**src/rtl/shaft_pkg.sv**
```systemverilog
package shaft_pkg;
  typedef enum logic {PH_LO = 1'b0, PH_HI = 1'b1} phase_e;

  function automatic phase_e flip(phase_e p);
    return (p == PH_HI) ? PH_LO : PH_HI;
  endfunction
endpackage

```
**src/rtl/tick_divider.sv**
```systemverilog
module tick_divider
  import shaft_pkg::*;
#(
  parameter int CW = 32
) (
  input  logic          clk,
  input  logic          rst_n,
  input  logic          run,
  input  logic [CW-1:0] hi_req,
  input  logic [CW-1:0] lo_req,
  output logic          tick
);
  logic [CW-1:0] live_hi_q, live_hi_d;
  logic [CW-1:0] live_lo_q, live_lo_d;
  logic [CW-1:0] cnt_q, cnt_d;
  phase_e        ph_q, ph_d;
  logic          req_ok, phase_end;

  assign req_ok    = (hi_req != '0) && (lo_req != '0);
  assign phase_end = (cnt_q == (((ph_q == PH_HI) ? live_hi_q : live_lo_q) - CW'(1)));
  assign tick      = run && (ph_q == PH_LO) && phase_end;

  always_comb begin
    live_hi_d = live_hi_q;
    live_lo_d = live_lo_q;
    cnt_d     = cnt_q;
    ph_d      = ph_q;
    if (!run) begin
      cnt_d = '0;
      ph_d  = PH_HI;
      if (req_ok) begin
        live_hi_d = hi_req;
        live_lo_d = lo_req;
      end
    end else if (phase_end) begin
      cnt_d = '0;
      ph_d  = flip(ph_q);
      if ((ph_q == PH_LO) && req_ok) begin
        live_hi_d = hi_req;
        live_lo_d = lo_req;
      end
    end else begin
      cnt_d = cnt_q + CW'(1);
    end
  end

  always_ff @(posedge clk or negedge rst_n) begin
    if (!rst_n) begin
      live_hi_q <= CW'(1);
      live_lo_q <= CW'(1);
      cnt_q     <= '0;
      ph_q      <= PH_HI;
    end else begin
      live_hi_q <= live_hi_d;
      live_lo_q <= live_lo_d;
      cnt_q     <= cnt_d;
      ph_q      <= ph_d;
    end
  end
endmodule

```
**src/rtl/phase_gen.sv**
```systemverilog
module phase_gen
  import shaft_pkg::*;
#(
  parameter int CW = 32
) (
  input  logic          clk,
  input  logic          rst_n,
  input  logic          clr,
  input  logic          launch,
  input  phase_e        launch_ph,
  input  logic          tick,
  input  logic [CW-1:0] hi_cnt,
  input  logic [CW-1:0] lo_cnt,
  output logic          active,
  output logic          out,
  output logic          fall
);
  logic          act_q, act_d;
  phase_e        ph_q, ph_d;
  logic [CW-1:0] cnt_q, cnt_d;
  logic          phase_end;

  assign phase_end = (cnt_q == (((ph_q == PH_HI) ? hi_cnt : lo_cnt) - CW'(1)));
  assign active    = act_q;
  assign out       = act_q && (ph_q == PH_HI);
  assign fall      = act_q && tick && (ph_q == PH_HI) && phase_end;

  always_comb begin
    act_d = act_q;
    ph_d  = ph_q;
    cnt_d = cnt_q;
    if (clr) begin
      act_d = 1'b0;
      ph_d  = PH_LO;
      cnt_d = '0;
    end else if (launch) begin
      act_d = 1'b1;
      ph_d  = launch_ph;
      cnt_d = '0;
    end else if (act_q && tick) begin
      if (phase_end) begin
        ph_d  = flip(ph_q);
        cnt_d = '0;
      end else begin
        cnt_d = cnt_q + CW'(1);
      end
    end
  end

  always_ff @(posedge clk or negedge rst_n) begin
    if (!rst_n) begin
      act_q <= 1'b0;
      ph_q  <= PH_LO;
      cnt_q <= '0;
    end else begin
      act_q <= act_d;
      ph_q  <= ph_d;
      cnt_q <= cnt_d;
    end
  end
endmodule

```
**src/rtl/shaft_pulse_gen.sv**
```systemverilog
module shaft_pulse_gen
  import shaft_pkg::*;
#(
  parameter int CW     = 32,
  parameter int PULSES = 360
) (
  input  logic          clk,
  input  logic          rst_n,
  input  logic          enable,
  input  logic          start,
  input  logic [CW-1:0] tb_hi_clks,
  input  logic [CW-1:0] tb_lo_clks,
  input  logic [CW-1:0] rev_hi_ticks,
  input  logic [CW-1:0] rev_lo_ticks,
  input  logic [CW-1:0] step_hi_ticks,
  input  logic [CW-1:0] step_lo_ticks,
  output logic          rev_out,
  output logic          step_out,
  output logic          tick_stb,
  output logic          cfg_err
);
  localparam int PW = CW + 2 + $clog2(PULSES + 1);

  logic          run_q, run_d;
  logic          err_q, err_d;
  logic [CW-1:0] rh_q, rl_q, sh_q, sl_q;
  logic [PW-1:0] rev_sum, step_scaled;
  logic          nonzero, cfg_ok, try_start, accept;
  logic          tick, rev_fall, rev_act, step_act, step_fall_unused;

  assign nonzero = (tb_hi_clks != '0) && (tb_lo_clks != '0) &&
                   (rev_hi_ticks != '0) && (rev_lo_ticks != '0) &&
                   (step_hi_ticks != '0) && (step_lo_ticks != '0);
  assign rev_sum     = PW'(rev_hi_ticks) + PW'(rev_lo_ticks);
  assign step_scaled = (PW'(step_hi_ticks) + PW'(step_lo_ticks)) * PW'(PULSES);
  assign cfg_ok      = nonzero && (rev_sum == step_scaled);
  assign try_start   = enable && start && !run_q;
  assign accept      = try_start && cfg_ok;

  always_comb begin
    run_d = enable && (run_q || accept);
    err_d = try_start ? !cfg_ok : err_q;
  end

  always_ff @(posedge clk or negedge rst_n) begin
    if (!rst_n) begin
      run_q <= 1'b0;
      err_q <= 1'b0;
      rh_q  <= '0;
      rl_q  <= '0;
      sh_q  <= '0;
      sl_q  <= '0;
    end else begin
      run_q <= run_d;
      err_q <= err_d;
      if (accept) begin
        rh_q <= rev_hi_ticks;
        rl_q <= rev_lo_ticks;
        sh_q <= step_hi_ticks;
        sl_q <= step_lo_ticks;
      end
    end
  end

  tick_divider #(.CW(CW)) u_div (
    .clk    (clk),
    .rst_n  (rst_n),
    .run    (run_q),
    .hi_req (tb_hi_clks),
    .lo_req (tb_lo_clks),
    .tick   (tick)
  );

  phase_gen #(.CW(CW)) u_rev (
    .clk       (clk),
    .rst_n     (rst_n),
    .clr       (!enable),
    .launch    (accept),
    .launch_ph (PH_HI),
    .tick      (tick),
    .hi_cnt    (rh_q),
    .lo_cnt    (rl_q),
    .active    (rev_act),
    .out       (rev_out),
    .fall      (rev_fall)
  );

  phase_gen #(.CW(CW)) u_step (
    .clk       (clk),
    .rst_n     (rst_n),
    .clr       (!enable),
    .launch    (rev_fall && !step_act),
    .launch_ph (PH_LO),
    .tick      (tick),
    .hi_cnt    (sh_q),
    .lo_cnt    (sl_q),
    .active    (step_act),
    .out       (step_out),
    .fall      (step_fall_unused)
  );

  assign tick_stb = tick;
  assign cfg_err  = err_q;
endmodule

```
**config.mk**
```make
export PLATFORM = sky130hd
export DESIGN_NAME = shaft_pulse_gen
export DESIGN_NICKNAME = d
export VERILOG_FILES = /design/src/rtl/shaft_pkg.sv /design/src/rtl/tick_divider.sv /design/src/rtl/phase_gen.sv /design/src/rtl/shaft_pulse_gen.sv
export SDC_FILE = /design/constraint.sdc
export NUM_CORES = 1
export LEC_CHECK = 0
export BUFFER_PORTS_ARGS = -buffer_cell sky130_fd_sc_hd__buf_2
export CORE_ASPECT_RATIO = 0.8
export CORE_MARGIN = 2
export CORE_UTILIZATION = 55
export DETAILED_ROUTE_END_ITERATION = 6
export GPL_TIMING_DRIVEN = 0
export PLACE_DENSITY = 0.75
export REMOVE_ABC_BUFFERS = 1
export SLEW_MARGIN = 15
export SYNTH_ARGS = -nofsm -noshare
export SYNTH_HDL_FRONTEND = slang
export SYNTH_HIERARCHICAL = 1
export SYNTH_SLANG_ARGS = --single-unit
export TNS_END_PERCENT = 10
```
**constraint.sdc**
```tcl
create_clock -name clk -period 9.3 [get_ports clk]
set_clock_uncertainty 0.1 [all_clocks]
set_input_delay 0.465 -clock clk [delete_from_list [all_inputs] [get_ports clk]]
set_output_delay 0.465 -clock clk [all_outputs]
set_load 0.01 [all_outputs]
```
==> results.json <==
{
  "gr-total-overflow": 0,
  "die_h_um": 209,
  "critPathSlowestCell": "or4b_2",
  "worst_slack_ns": 0.255,
  "die_x_um": 260,
  "p_leak_nw": 14.1,
  "regArea_mm2": 0.00740,
  "finalCriticalPeriod_ns": 9.04,
  "fin_crit_sh_pct": 97.3,
  "grt_pass1_wl_mm": 140,
  "status": "complete, but fails checks",
  "grt_max_degree": 107,
  "grt_usage_pct": 32.2,
  "fin_nets": 3674,
  "multi_input_area_mm2": 0.0202,
  "critPathArrivalTime_ns": 9.35,
  "total_power_w": 0.00937,
  "grt_pass1_vias": 24804,
  "drt_iter0_markers": 2662,
  "routed_wl_mm": 89.1,
  "synthCells": 3145,
  "drc_errors": 1,
  "fillers": 4465,
  "netlist_area_mm2": 0.0288,
  "area_growth_pct": 10.1,
  "cts.htree.levels": 2,
  "rows": 75,
  "failed_checks": "design-rule violations",
  "hold_viol": 0,
  "place_ws_ns": -2.15,
  "powerDensity_mw_per_mm2": 295,
  "synth_warnings": 6,
  "clkLatencyLatePin_ns": 0.56,
  "crit_type": "in2reg",
  "cts.sinks": 295,
  "hold_class": "in2reg",
  "dr_total_vias": 25915,
  "root_buffer": "clkbuf_16",
  "gp_congestion": 1.00,
  "cts_tree": "yes",
  "holdWs_ns": 0.0751,
  "drtAntennaViolNets": 0,
  "cts_buffer_depth": 3,
  "core_area_mm2": 0.0521,
  "io_pins": 200,
  "drive_above_1_share_pct": 18.9,
  "worstMarginPinSlew_ns": 1.12,
  "start_kind": "input pin",
  "max_freq_mhz": 111,
  "place_hpwl_mm": 68.6,
  "numPortBuffers": 199,
  "crit_path_end_kind": "flip-flop",
  "wl_per_cell_um": 22.3,
  "timing.slew.headroom_pct": 25.1,
  "syn_avg_cell_area_um2": 9.17,
  "setup_viol": 0,
  "slew_violations": 0,
  "crit_required_ns": 9.61,
  "max-cap-violations": 0,
  "clk_pin_slew_ns": 0.06,
  "cp_max_fo": 8,
  "die_area_mm2": 0.0543,
  "dr.pass1.iters": 7,
  "initial_core_util_pct": 55.4,
  "vias_per_cell": 6.49,
  "cts-buffers-inserted": 35,
  "slowest_delay_ns": 0.62,
  "antenna_found_initial": 4,
  "ir_worst_vdd_mv": 0.686
}
[layout make-up]
type,instances,share of cell area (%)
multi-input cells,2555,63.6
flip-flops and latches,295,23.3
clock buffers,48,3.24
diodes,3,0.0236
inverters,156,1.84
repair buffers,228,4.69
clock inverters,16,0.591
well taps,693,2.73
[where the power goes]
| group | internal [W] | switching (W) | total, W | leakage (nW) |
|---|---|---|---|---|
| sequential | 0.00130 | 0.0000244 | 0.00132 | 3.96 |
| clock | 0.000867 | 0.000607 | 0.00147 | 0.596 |
| combinational | 0.00265 | 0.00392 | 0.00657 | 9.54 |
[registers in the layout, summed over array words and instances (netlist names), 32 cells and up]
name	count
u_rev/cnt_q	32
u_div/cnt_q	32
rh_q	32
sl_q	32
rl_q	32
u_step/cnt_q	32
u_div/live_hi_q	32
u_div/live_lo_q	32
sh_q	32
[metrics by stage]
stage          TNS (ns)  std cells  instance area (µm²)  util [%]
2_1_floorplan   -246.70       3006                27900         -
3_3_place_gp    -652.13       3898                29800      57.1
3_5_place_dp    -114.10       3915                30200      58.1
4_1_cts               0       3984                31600      60.7
5_1_grt          -0.164       3992                31700      61.0
6_report              0       3994                31800      61.0
[per-layer routing]
metal	wire length [µm]	part of all wire (%)	vias to the layer above	GRT usage, %
met5	85	0.095	-	0.806
met4	2110	2.4	6	8.30
li1	-	-	11933	-
met3	7150	8.0	144	5.77
met1	40500	45	12742	46.8
met2	39200	44	1090	49.3
[path summary, 6_finish.rpt]
path / slack (ns) / to / cells after the start / startpoint
setup / recovery: 0.26 / u_rev/cnt_q[25]$_DFFE_PN0P_ / 39 / step_hi_ticks[0]
hold / removal: 0.08 / rl_q[12]$_DFFE_PN0P_ / 2 / rev_lo_ticks[12]
setup reg to reg: 0.55 / u_step/cnt_q[29]$_DFFE_PN0P_ / 21 / u_div/ph_q$_DFFE_PN1P_
hold reg to reg: 0.39 / cfg_err$_DFFE_PN0P_ / 1 / cfg_err$_DFFE_PN0P_
max in group asynchronous: 7.68 / u_rev/ph_q$_DFFE_PN0P_ / 4 / rst_n
min in group asynchronous: 0.31 / u_div/live_hi_q[21]$_DFFE_PN0P_ / 2 / rst_n
[worst max-delay path, delay by kind of cell]
family                   cells  cell delay (ns)
buffers and inverters        4             0.33
adder cells (fa/ha/maj)      6             2.21
XOR/XNOR                     2             0.33
AND/OR/NAND/NOR             17             4.14
AO/OA/AOI/OAI               10             1.83
[placed cells by master, fill, tap and decap left out, types with 37 or more instances in the layout]
cell type  instances
nand4_1          113
buf_2            199
o211ai_2          62
a21oi_1          176
and3_1            91
xnor2_1          189
mux2_2            45
fa_1              62
nand3_1           75
nand2_1          180
nor3_1            80
mux2i_1           89
dfrtp_1          289
nor2_1           235
o21ai_0           66
nor4_1            84
mux2_4            98
ha_1             142
clkbuf_16         37
a21o_1            51
inv_1            155
xor2_1           140
[timing repair]
action / CTS / global route
hold buffers: 1 / 0
setup endpoints to repair: 72 / 64
setup buffers: 4 / 7
resized for setup: 24 / 19
hold endpoints to repair: 53 / 0
pin swaps: 5 / 14
Power figures use the tool's default switching activity.
